--- config.mk ---
export PLATFORM = sky130hd
export DESIGN_NAME = sdram_refresh_timer
export DESIGN_NICKNAME = d
export VERILOG_FILES = /design/src/rtl/sdram_refresh_timer.sv
export SDC_FILE = /design/constraint.sdc
export NUM_CORES = 1
export LEC_CHECK = 0
export ABC_AREA = 1
export BUFFER_PORTS_ARGS = -buffer_cell sky130_fd_sc_hd__buf_4
export CAP_MARGIN = 30
export CORE_ASPECT_RATIO = 0.5
export CORE_MARGIN = 10
export CORE_UTILIZATION = 55
export DETAILED_ROUTE_END_ITERATION = 12
export PLACE_DENSITY = 0.82
export RECOVER_POWER = 50
export SLEW_MARGIN = 20
export SYNTH_ARGS = -nofsm -noshare
export SYNTH_HDL_FRONTEND = slang
export SYNTH_SLANG_ARGS = --single-unit
export TNS_END_PERCENT = 5
--- constraint.sdc ---
create_clock -name clk -period 1.9 [get_ports clk]
set_input_delay 0.19 -clock clk [delete_from_list [all_inputs] [get_ports clk]]
set_output_delay 0.19 -clock clk [all_outputs]
set_load 0.005 [all_outputs]
--- src/rtl/sdram_refresh_timer.sv ---
module sdram_refresh_timer #(
  parameter int unsigned F0_MHZ   = 66,
  parameter int unsigned F1_MHZ   = 100,
  parameter int unsigned F2_MHZ   = 133,
  parameter int unsigned SHORT_NS = 7800,
  parameter int unsigned MID_NS   = 15600,
  parameter int unsigned LONG_NS  = 125000,
  parameter int unsigned OWED_MAX = 8
) (
  input  logic       clk,
  input  logic       rst_n,
  input  logic [1:0] rate_sel,
  input  logic [1:0] freq_sel,
  input  logic       ref_ack,
  output logic       ref_req,
  output logic [$clog2(OWED_MAX+1)-1:0] owed
);
  localparam int unsigned FMAX  = (F0_MHZ > F1_MHZ) ? ((F0_MHZ > F2_MHZ) ? F0_MHZ : F2_MHZ)
                                                    : ((F1_MHZ > F2_MHZ) ? F1_MHZ : F2_MHZ);
  localparam int unsigned NMAX  = (SHORT_NS > MID_NS) ? ((SHORT_NS > LONG_NS) ? SHORT_NS : LONG_NS)
                                                      : ((MID_NS > LONG_NS) ? MID_NS : LONG_NS);
  localparam int unsigned MAXC  = FMAX * NMAX / 1000;
  localparam int          CW    = $clog2(MAXC + 1);
  localparam int          OW    = $clog2(OWED_MAX + 1);
  localparam int unsigned MHZ [4] = '{F0_MHZ, F1_MHZ, F2_MHZ, F0_MHZ};
  localparam int unsigned NSV [4] = '{0, SHORT_NS, MID_NS, LONG_NS};

  logic [CW-1:0] tbl [16];
  for (genvar fi = 0; fi < 4; fi++) begin : g_freq
    for (genvar ri = 0; ri < 4; ri++) begin : g_rate
      assign tbl[fi*4+ri] = CW'(MHZ[fi] * NSV[ri] / 1000);
    end
  end

  logic [CW-1:0] cnt;
  logic [1:0]    rate_q, freq_q;
  wire  [CW-1:0] intv   = tbl[{freq_sel, rate_sel}];
  wire           active = (rate_sel != 2'b00);
  wire           reload = (rate_sel != rate_q) || (freq_sel != freq_q);
  wire           expire = active && !reload && (cnt == '0);
  wire           take   = ref_req && ref_ack;

  always_ff @(posedge clk or negedge rst_n) begin
    if (!rst_n) begin
      cnt     <= '0;
      rate_q  <= 2'b00;
      freq_q  <= 2'b00;
      ref_req <= 1'b0;
      owed    <= '0;
    end else begin
      rate_q <= rate_sel;
      freq_q <= freq_sel;
      if (!active) begin
        cnt     <= '0;
        ref_req <= 1'b0;
        owed    <= '0;
      end else begin
        cnt <= (reload || expire) ? intv - CW'(1) : cnt - CW'(1);
        case ({expire, take})
          2'b10: begin
            if (!ref_req) ref_req <= 1'b1;
            else if (owed != OW'(OWED_MAX)) owed <= owed + OW'(1);
          end
          2'b01: begin
            if (owed != '0) owed <= owed - OW'(1);
            else ref_req <= 1'b0;
          end
          default: ;
        endcase
      end
    end
  end

  AST_OWED_LIMIT: assert property (@(posedge clk) disable iff (!rst_n)
    owed <= OW'(OWED_MAX));
  AST_IDLE_NO_OWED: assert property (@(posedge clk) disable iff (!rst_n)
    !ref_req |-> owed == '0);
  AST_OWED_SATURATES: assert property (@(posedge clk) disable iff (!rst_n)
    (owed == OW'(OWED_MAX) && !ref_ack && active) |=> owed == OW'(OWED_MAX));
  AST_OFF_CLEARS: assert property (@(posedge clk) disable iff (!rst_n)
    (rate_sel == 2'b00) |=> (!ref_req && owed == '0));
  AST_REQ_HOLDS: assert property (@(posedge clk) disable iff (!rst_n)
    (ref_req && !ref_ack && active) |=> ref_req);
  AST_LAST_ACK_DROPS: assert property (@(posedge clk) disable iff (!rst_n)
    (ref_req && ref_ack && owed == '0 && !expire && active) |=> !ref_req);
  AST_NO_SPONTANEOUS_REQ: assert property (@(posedge clk) disable iff (!rst_n)
    (!ref_req && !expire) |=> !ref_req);
endmodule

### Yosys cells after proc, flatten, opt, wreduce, memory -nomap -nowiden

Memories as Yosys holds them, arrays and structs flattened.
Index checks and enable logic that the tools add are counted.

| operators by class | value |
|---|---|
| add/subtract/negate cells | 4 |
| magnitude comparators | 1 |
| eq/ne operators | 10 |
| muxes and demuxes | 12 |
| bitwise gates (word level) | 1 |
| reductions and logical operators | 11 |

Operators by type and width:

| cell | number |
|---|---|
| $mux 15 | 4 |
| $sub 15x1->15 const B | 2 |
| $mux 4 | 4 |
| $logic_not 15->1 | 1 |
| $ne 3x3->1 const B | 4 |
| $pmux 4 s2 | 1 |
| $ge 5x5->1 const B | 1 |
| $not 4->5 | 1 |
| $add 4x1->4 const B | 1 |
| $ne 2x2->1 | 2 |
| $ne 4x4->1 const B | 1 |
| $reduce_and 4->1 | 1 |
| $reduce_bool 4->1 | 1 |
| $sub 4x1->4 const B | 1 |
| $logic_and 1x1->1 | 3 |
| $ne 3x1->1 const B | 1 |
| $eq 2x1->1 const B | 1 |
| $eq 2x2->1 const B | 1 |
| $logic_or 1x1->1 | 2 |
| $mux 1 | 2 |
| $pmux 1 s2 | 1 |
| $reduce_and 2->1 | 1 |
| $reduce_bool 2->1 | 1 |
| $logic_not 1->1 | 1 |

| storage, ports and cells | value |
|---|---|
| bits in registers | 24 |
| memory bits (read-only) | 240 |
| input bits | 7 |
| output and inout bits | 5 |
| word-level logic and storage cells | 45 |
| memories | 1 |

Memory list:

| memory | words | width | read ports | clocked after Yosys merged registers in | wr ports | RTL line | RTL |
|---|---|---|---|---|---|---|---|
| (no name shown) | 16 | 15 | 1 | 0 | 0 | 37 | `wire [CW-1:0] intv = tbl[{freq_sel, rate_sel}];` |

### Depth between registers and ports, before layout

Gate-level depths: netlist (run 1).

| logic depth | value |
|---|---|
| depth in word-level cells | 8 |
| mapped depth | 20 |
| gate-level depth less buffers | 18 |

### Least setup slack after synthesis (run 1)

OpenSTA, ideal clock, no wires.

| timing | value |
|---|---|
| path type | in2reg |
| from | in rate_sel[0] |
| to | reg cnt[12] |
| setup time | 117 ps |
| arrival | 2,186 ps |
| required time | 1,783 ps |
| slack | -402 ps |
| stages | 20 |
| buffers on the path | 3 |
| path through | inv_1 -> ha_1 -> buf_6 -> inv_4 -> nand3_1 -> nor2_1 -> nand2_2 -> buf_6 -> buf_6 -> nand3_1 -> nand2_1 -> inv_2 -> ha_1 -> nand3_1 -> nor2_1 -> nand2_1 -> nor2_1 -> nand2_1 -> nand2_1 -> nor2_1 |

| on the way | value |
|---|---|
| word-level cells in the longest chain between the ends | 8 |
| elaborated cells between the ends (all ways) | 14 |
| classes of those cells | 1 x add/sub; 1 x eq/ne; 4 x mux; 1 x bitwise; 6 x reduce/logical; 1 x memory |

Ends and longest elaborated chain:

| element | RTL line | RTL |
|---|---|---|
| start, declared | 12 | `input logic [1:0] rate_sel,` |
| parallel branches: the longest is 7 deep, another holds $mem_v2 16x15 | n/a |  |
| $mux 15 * | 53 | `if (!active) begin` |
| end signal, assigned | 58 | `cnt <= (reload \|\| expire) ? intv - CW'(1) : cnt - CW'(1);` |
| end, declared | 35 | `logic [CW-1:0] cnt;` |

Every way passes the cells marked *. The select of a mux whose other input is x is not followed.
A chain may end at the register's enable or synchronous reset.

### Worst setup path in the final report (run 1)

| timing | value |
|---|---|
| from | reg cnt[6] |
| to | reg cnt[2] |

| on the way | value |
|---|---|
| word-level cells in the longest chain between the ends | 5 |

Ends and longest elaborated chain:

| element | RTL line | RTL |
|---|---|---|
| $logic_not 15->1 | 40 | `wire expire = active && !reload && (cnt == '0);` |
| $logic_and 1x1->1 | 40 |  |
| $logic_or 1x1->1 | 58 |  |
| $mux 15 | 58 |  |
| $mux 15 | 53 |  |

Every way passes these cells.

==> results of run 1 <==
-- layout make-up --
| class | instances | area, um^2 | area share |
|---|---|---|---|
| well taps | 40 | 50.0 | 0.0184 |
| clock buffers | 4 | 55.1 | 0.0202 |
| multi-input cells | 223 | 1310 | 0.482 |
| inverters | 37 | 161 | 0.0593 |
| repair buffers | 71 | 544 | 0.200 |
| flip-flops and latches | 24 | 601 | 0.220 |
-- registers in the layout, indices dropped and copies added (netlist names) --
name     count
cnt         15
freq_q       2
owed         4
rate_q       2
ref_req      1
-- power by group --
| part | switching (mW) | internal, mW |
|---|---|---|
| clock network | 0.182 | 0.186 |
| logic | 0.515 | 0.413 |
| registers | 0.0984 | 0.590 |
| total | 0.796 | 1.19 |
-- what timing repair did --
action / 4_1_cts / 5_1_grt
hold buffers: 1 / 0
endpoints found under the hold margin: 24 / 0
setup buffers: 3 / 3
gates cloned: 0 / 0
pin swaps: 16 / 17
gates resized for setup: 27 / 23
endpoints found under the setup margin: 16 / 17
-- cells by family (layout without fill, tap and decap cells) --
logic type	count (synthesis)	after routing	share of synthesized area
adders and majority gates	8	8	0.0567
DFF	24	24	0.316
buffers and inverters	45	112	0.111
xor gates and xnor gates	5	5	0.0231
AOI/OAI and AO/OA	29	29	0.0817
and+or+nand+nor	181	181	0.411
-- per-layer routing --
layer	routed length, um	vias up	track usage
met1	2730	1060	0.246
li1	-	1057	-
met2	3130	209	0.350
met3	869	59	0.0380
met5	0	-	0
met4	386	0	0.0668
-- worst paths after layout --
check                             from         to
hold / removal             freq_sel[1]  freq_q[1]
max in group asynchronous        rst_n    cnt[12]
setup / recovery                cnt[6]     cnt[2]
hold reg to reg                ref_req    ref_req
setup reg to reg                cnt[6]     cnt[2]
min in group asynchronous        rst_n     cnt[3]
-- synthesized netlist by cell type --
library cell	number
nand2_1	82
nor2_1	49
inv_1	35
nand3_1	30
dfrtp_1	24
a21oi_1	13
o21ai_0	11
ha_1	7
nor3_1	5
buf_6	4
xnor2_1	4
nand3b_1	3
or2_2	3
a22oi_1	2
buf_4	2
nand4_1	2
nor2_2	2
a31oi_1	1
buf_2	1
clkbuf_1	1
fa_1	1
inv_2	1
inv_4	1
nand2_2	1
nand2_4	1
nand4_2	1
nor2_4	1
nor2b_1	1
o22ai_1	1
o31ai_1	1
xor2_1	1
-- per-stage QoR --
| stage | hold WS, ns | setup WS (ns) | power, mW | util |
|---|---|---|---|---|
| global route | 0.256 | -0.458 | 2.07 | 0.864 |
| detailed placement | 0.117 | -0.417 | 1.41 | 0.772 |
| global placement | 0.117 | -0.277 | 1.37 | 0.772 |
| finish | 0.254 | -0.356 | 1.99 | 0.864 |
| floorplan | -0.106 | -0.211 | 1.07 | - |
| CTS | 0.166 | -0.254 | 1.83 | 0.835 |
-- critical path, delay by kind of cell, from the launching register on --
family,cells,cell delay (ns)
buffers and inverters,2,0.31
adders and majority gates,1,0.18
AOI/OAI and AO/OA,1,0.17
and+or+nand+nor,7,1.10
DFF,1,0.40
==> metrics.txt, run 1 <==
Die Footprint=6340 um^2; average cell area after synthesis=6.50 um^2; num ports=12; starting density of the core=0.602; Power Density=729 nW/um^2; Critical Path RT=2.10 ns; RSZ-0062 raised after global routing=true; Die Y=61.5 um; most frequent CP cell=buf_4; leakage power=1.41 nW; global-route wire length before repair=9980 um; clock root buffer=clkbuf_8; # diodes=0; Post-Syn Instances=292; PortBufs=11; post-synthesis instance area=1900 um^2; R2R depth=11; Placed Cells=388; CP Max Fanout=6; post-route ant nets=0; most frequent cells in the layout=70 x nand2_1, 60 x buf_4, 37 x nor2_1, 33 x inv_1, 26 x nand3_1; area delta synth->final=43.5%; Synth Register Bits=24; Remaining DRCs=0; Post-Syn Nets=307; crit share post-route=1.19; Vias=2,385; final number of hold-violating endpoints=0; CTS tree=built; slew at the pin closest to its max-slew limit=1.42 ns; minimum clock period=2.26 ns; Synth Warn #=0; Slew Limit Fails=0; filler instances=155; endpoint class of the critical path=register; DR pass1 iterations=6; FP Rows=14; initial antenna violation count=0; core area=3150 um^2; remaining global-route overflow=0; Total Neg Setup Slack=-3.89 ns; sequential area share after synthesis=0.316; post-route cell area=2720 um^2; setup ws final=-0.356 ns; total track usage=0.200; slew margin rel.=0.0536; violated checks=negative setup slack; layout cell share with drive strength beyond 1=0.334; Longest Clk Path Bufs=2; largest net degree at the start of global routing=25; max_cap viols=0; commonest non-fill, non-tap cell in the layout=nand2_1; Cells on Worst Hold Path=2; area leader, netlist=dfrtp_1; clk_lat worst skew=0.28 ns; average via count per standard cell=5.98; dpl hpwl=4190 um; critical-path cell list=nor2_1 > nand3_1 > nor2_4 > nand2_4 > buf_4 > nand3b_1 > nand2_2 > ha_4 > buf_4 > or2_2 > a21oi_2; Synth cell types=31; f_max=0.443 GHz; slowest stage cell, crit path=dfrtp_1; placed cell areas=2430 um^2; CP Launch Type=register; vias in the first global route=2,158; WL per Instance=17.8 um; final non-filler cell total=399; clock transition at the registers of the reported paths=0.09 ns; worst hold path class=primary input to register; fin nets=375; # setup viols final=17; R2R setup slack=-0.36 ns; largest cells by area after synthesis=dfrtp_1 32%, nand2_1 16%, nor2_1 9.7%; final WL=7120 um; chip width=103 um; worst clock skew=0.00268 ns; DRT iter0 DRCs=285; H-tree levels=1; CP max stage delay=0.40 ns; worst vdd ir=0.581 mV; Clock Sink Count=24; outcome=finished, violations left; GPL Wtd Cong=0.921; Worst Path Arrival=2.46 ns; kind of critical path=register to register; CTS buffer count=3; top cell type's share of synthesized area=0.316
Power figures use the tool's default switching activity.
==> run 2: changes to the inputs <==
Settings changed: CORE_UTILIZATION 55 to 52, HOLD_SLACK_MARGIN set to 0.08, PLACE_DENSITY 0.82 to 0.79, SKIP_CTS_REPAIR_TIMING set to 1.
==> run 2 against run 1 <==
The flow still finishes with violations (negative setup slack). Flip-flop and latch count unchanged. Register-to-register slack better by 0.10 ns. Combinational power down 9.7%. Power down 0.12%.
==> metrics.txt, run 2 (synthesis gave the netlist of run 1 again) <==
outcome=finished, violations left; violated checks=negative setup slack; num ports=12 (unchanged); final number of hold-violating endpoints=0 (unchanged); worst hold path class=primary input to register; most frequent cells in the layout=75 x nand2_1, 62 x buf_4, 36 x nor2_1, 33 x inv_1, 26 x nand3_1; DRT iter0 DRCs=179 (-37%); R2R depth=16 (+5); post-route cell area=2730 um^2 (+0.28%); worst setup path start=freq_q[0]; H-tree levels=1 (unchanged); setup ws final=-0.254 ns (+0.103 ns); GPL Wtd Cong=0.932 (+1.2%); Power Density=726 nW/um^2 (-0.39%); top flop regs=cnt: 15 flops, owed: 4 flops; Worst Path Arrival=2.33 ns (-0.13 ns); Int Pwr=1.27 mW (+6.7%); Cells on Worst Hold Path=2 (unchanged); final non-filler cell total=412 (+3.3%); # setup viols final=17 (unchanged); Power Total=1.98 mW (-0.12%); final WL=5650 um (-21%); initial antenna violation count=0 (unchanged); crit share post-route=1.13 (-0.0542); Die Footprint=6610 um^2 (+4.3%); f_max=0.464 GHz (+4.8%); clock root buffer=clkbuf_8; core area=3470 um^2 (+10%); WL per Instance=13.7 um (-23%); Placed Cells=403 (+3.9%); leakage power=1.43 nW (+1.3%); fin nets=377 (+0.53%); switching portion of total power=0.360 (-0.0406); worst clock skew=0.00190 ns (-0.000785 ns); Clock Sink Count=24 (unchanged); RSZ-0062 raised after global routing=true; clock transition at the registers of the reported paths=0.09 ns (about the same); post-route ant nets=0 (unchanged); PortBufs=11 (unchanged); vias in the first global route=1,959 (-9.2%); area delta synth->final=43.9%; clk_lat worst skew=0.28 ns (about the same); worst vdd ir=0.500 mV (-14%); total track usage=0.157 (-0.0432); HP Start=freq_sel[0]; CTS tree=built; Remaining DRCs=0 (unchanged); max reg flops=15 (unchanged); max_cap viols=0 (unchanged); commonest non-fill, non-tap cell in the layout=nand2_1; average via count per standard cell=5.29 (-11%); layout cell share with drive strength beyond 1=0.324 (-0.0102); Vias=2,180 (-8.6%); remaining global-route overflow=0 (unchanged); DR pass1 iterations=5 (-1); slew margin rel.=0.0756 (+0.0220); Combinational Power Share=0.423 (-0.045); Clk pwr share=0.235 (+0.050); starting density of the core=0.547 (-0.0553); kind of critical path=register to register; # diodes=0 (unchanged); slew at the pin closest to its max-slew limit=1.39 ns (-0.0330 ns); Flop pwr share=0.341 (-0.006); P_sw=0.714 mW (-10%); filler instances=217 (+40%); Biggest register=cnt; hold slack=0.208 ns (-0.0453 ns); global-route wire length before repair=8820 um (-12%); CP Max Fanout=5 (-1); Die Y=62.7 um (+1.9%); minimum clock period=2.15 ns (-0.103 ns); endpoint class of the critical path=register; CTS buffer count=3 (unchanged); Longest Clk Path Bufs=2 (unchanged); worst r2r src=freq_q[0]; Critical Path RT=2.07 ns (-0.03 ns); Slew Limit Fails=0 (unchanged); CP Launch Type=register; Total Neg Setup Slack=-2.75 ns (+1.14 ns); FP Rows=15 (+1); largest net degree at the start of global routing=25 (unchanged); dpl hpwl=4050 um (-3.4%); chip width=105 um (+2.3%); placed cell areas=2480 um^2 (+1.8%)
[run 2: cell types whose count changed in the layout (fill, tap and decap cells not counted), moves of 2 or more]
cell | before | now
buf_4 | 60 | 62
nand2_1 | 70 | 75
nand2_2 | 11 | 6
nor2_2 | 8 | 10
[run 2: cell type report]
type / count / area [um^2] / area share
Inverter: 37 / 161 / 0.0591
Timing Repair Buffer: 73 / 559 / 0.205
Multi-Input combinational cell: 223 / 1270 / 0.467
Tap cell: 51 / 63.8 / 0.0234
Clock buffer: 3 / 41.3 / 0.0151
Clock inverter: 1 / 30.0 / 0.0110
Sequential cell: 24 / 601 / 0.220
[run 2: stage by stage]
stage	util	setup slack, ns
floorplan	-	-0.211
global placement	0.714	-0.282
detailed placement	0.714	-0.356
CTS	0.734	-0.401
global route	0.787	-0.427
finish	0.787	-0.254
[run 2: power groups by stage]
stage          sequential (mW)  clock [mW]  combinational, mW
6_report                 0.677       0.466              0.839
2_1_floorplan            0.664           0              0.403
3_5_place_dp             0.676           0              0.723
5_1_grt                  0.689       0.489              0.934
4_1_cts                  0.668       0.469              0.727
3_3_place_gp             0.674           0              0.693
[run 2: worst max-delay path, cell delays in order, from the launching register on]
cell and delay [ns]:
dfrtp_1 0.39, xnor2_1 0.16, nand2_1 0.11, nor2_4 0.24, buf_6 0.15, buf_4 0.13
nand3_2 0.07, nand2_2 0.09, inv_2 0.05, ha_4 0.17, nand3_4 0.08, nor2_4 0.04
buf_4 0.13, nand4_1 0.08, nand2_1 0.06, nand2_1 0.06, nor2_1 0.04
[run 2: path summary, 6_finish.rpt]
check	endpoint	slack (ns)
setup reg to reg	cnt[10]	-0.25
hold reg to reg	ref_req	0.60
max in group asynchronous	cnt[9]	0.33
setup / recovery	cnt[10]	-0.25
min in group asynchronous	owed[0]	0.75
hold / removal	freq_q[0]	0.21
[run 2: layer usage]
metal	up-vias	track usage	part of all wire
li1	1058	-	-
met1	1013	0.193	0.43
met2	97	0.269	0.47
met3	12	0.0432	0.084
met4	0	0.0255	0.010
met5	-	0	0
==> run 3: changes to the inputs <==
--- a/config.mk
+++ b/config.mk
@@ -12,4 +12,5 @@
 export CORE_MARGIN = 10
 export CORE_UTILIZATION = 52
+export CTS_BUF_LIST = sky130_fd_sc_hd__clkbuf_16
 export DETAILED_ROUTE_END_ITERATION = 12
 export HOLD_SLACK_MARGIN = 0.08
==> constraint.sdc (replaced) <==
create_clock -name clk -period 1.9 [get_ports clk]
set_input_delay 0.19 -clock clk [delete_from_list [all_inputs] [get_ports clk]]
set_output_delay 0.19 -clock clk [all_outputs]
set_load 0.02 [all_outputs]
==> run 3 against run 2 <==
Die area did not move. Largest power group unchanged. Clock-buffer cell count unchanged. Global-route usage rose by 0.68 points. The run still ends with negative setup slack left. Clock power grew 33%. Wire length rose by 5.7%. Combinational power up 5.6%. Critical path depth down 2. Clock skew fell by 0.0011 ns. Via count increased by 1.9%. Highest routed layer unchanged. Flip-flop and latch count unchanged.
==> metrics.txt, run 3 (synthesis gave the netlist of run 1 again) <==
max reg flops=15 (unchanged); Vias=2,221 (+1.9%); Longest Clk Path Bufs=2 (unchanged); final number of hold-violating endpoints=0 (unchanged); CP Launch Type=register; P_sw=0.776 mW (+8.7%); Worst Setup EP=cnt[9]; starting density of the core=0.547 (unchanged); setup ws final=-0.302 ns (-0.0482 ns); worst flop-to-flop path endpoint=cnt[9]; Power Total=2.18 mW (+10%); vias in the first global route=2,009 (+2.6%); clk_lat worst skew=0.26 ns (-0.02 ns); max_cap viols=0 (unchanged); num ports=12 (unchanged); Die Footprint=6610 um^2 (unchanged); PortBufs=11 (unchanged); Flop pwr share=0.310 (-0.031); CP max stage delay=0.38 ns (about the same); fin nets=378 (+0.27%); average via count per standard cell=5.38 (+1.6%); endpoint class of the critical path=register; worst setup path start=freq_q[0]; R2R depth=14 (-2); most frequent CP cell=nand2_1; Remaining DRCs=0 (unchanged); # setup viols final=17 (unchanged); CTS buffer count=3 (unchanged); CP Max Fanout=5 (unchanged); slew at the pin closest to its max-slew limit=1.42 ns (+0.0348 ns); slowest stage cell, crit path=dfrtp_1; worst vdd ir=0.616 mV (+23%); DR pass1 iterations=5 (unchanged); worst r2r src=freq_q[0]; switching portion of total power=0.355 (-0.00468); R2R setup slack=-0.30 ns (-0.05 ns); leakage power=1.45 nW (+1.5%); commonest non-fill, non-tap cell in the layout=nand2_1; GPL Wtd Cong=0.932 (unchanged); H-tree levels=1 (unchanged); # diodes=0 (unchanged); dpl hpwl=4050 um (unchanged); minimum clock period=2.20 ns (+0.0482 ns); RSZ-0062 raised after global routing=true; initial antenna violation count=0 (unchanged); area delta synth->final=45.6%; clock transition at the registers of the reported paths=0.07 ns (-0.02 ns); WL per Instance=14.5 um (+5.5%); slew margin rel.=0.0524 (-0.0232); post-route cell area=2760 um^2 (+1.1%); most frequent cells in the layout=76 x nand2_1, 63 x buf_4, 37 x nor2_1, 33 x inv_1, 26 x nand3_1; worst hold path class=primary input to register; Total Neg Setup Slack=-3.34 ns (-0.591 ns); largest net degree at the start of global routing=25 (unchanged); global-route wire length before repair=9080 um (+3.0%); placed cell areas=2480 um^2 (unchanged); Crit path depth=14 (-2); final WL=5970 um (+5.7%); cell family with most CP delay=simple AND/OR/NAND/NOR gates; Worst Path Arrival=2.35 ns (+0.02 ns); f_max=0.454 GHz (-2.2%); Setup WS pre-CTS=-0.356 ns (unchanged); critical-path cell list=xnor2_1 > nand2_1 > nor2_4 > buf_6 > buf_6 > nand3_1 > nand2_1 > nand2_1 > nor2_2 > nand2_2 > nor2_2 > nand2_1 > nand2_1 > nor2_1; top flop regs=cnt: 15 flops, owed: 4 flops; Worst Path Buf+Inv=2 (-2); kind of critical path=register to register; chip width=105 um (unchanged); Biggest register=cnt; Clock Sink Count=24 (unchanged); FP Rows=15 (unchanged); Clk pwr share=0.284 (+0.049); Combinational Power Share=0.406 (-0.017); CTS tree=built; violated checks=negative setup slack; Slew Limit Fails=0 (unchanged); Int Pwr=1.41 mW (+11%); DRT iter0 DRCs=173 (-3.4%); post-route ant nets=0 (unchanged); worst clock skew=0.000814 ns (-0.00108 ns); core area=3470 um^2 (unchanged); crit share post-route=1.16 (+0.0253); remaining global-route overflow=0 (unchanged); Power Density=790 nW/um^2 (+8.9%); total track usage=0.164 (+0.00684); layout cell share with drive strength beyond 1=0.318 (-0.00642); outcome=finished, violations left; clock root buffer=clkbuf_16; Die Y=62.7 um (unchanged); Critical Path RT=2.05 ns (-0.02 ns)
run 3: changes by cell type in the layout (fill, tap and decap cells not counted), sizes merged:
cell  change
buf       +1
run 3: worst min path at each step:
stage	cells after the start	start	slack, ns	end
2_1_floorplan	0	rst_n	-0.11	cnt[0]
3_3_place_gp	1	rst_n	0.12	owed[0]
3_5_place_dp	1	rst_n	0.12	owed[1]
4_1_cts	1	rst_n	-0.16	owed[1]
5_1_grt	2	freq_sel[0]	0.24	freq_q[0]
6_report	2	freq_sel[0]	0.22	freq_q[0]
run 3: metrics by stage:
step                      hold WS, ns  cells   util
after floorplan                -0.106    292      -
after global placement          0.117    403  0.714
after detailed placement        0.118    403  0.714
after CTS                      -0.162    407  0.744
after global routing            0.243    413  0.796
final                           0.224    413  0.796
run 3: final cells by class:
type                            count  area, um^2
Inverter                           37         161
Clock buffer                        3        75.1
Fill cell                         212         709
Timing Repair Buffer               74         567
Multi-Input combinational cell    223        1260
Tap cell                           51        63.8
Clock inverter                      1        30.0
Sequential cell                    24         601
run 3: per-layer routing:
layer,share of wire,global-route usage
met3,0.089,0.0432
met5,0,0
met1,0.42,0.191
met2,0.47,0.287
met4,0.020,0.0476
run 3: power by group through the flow:
stage               Sequential (mW)  Clock [mW]  Combinational [mW]
floorplan                     0.702           0               0.402
detailed placement            0.676           0               0.764
finish                        0.677       0.621               0.886
global route                  0.688       0.644               0.980
CTS                           0.669       0.623               0.772
global placement              0.674           0               0.734
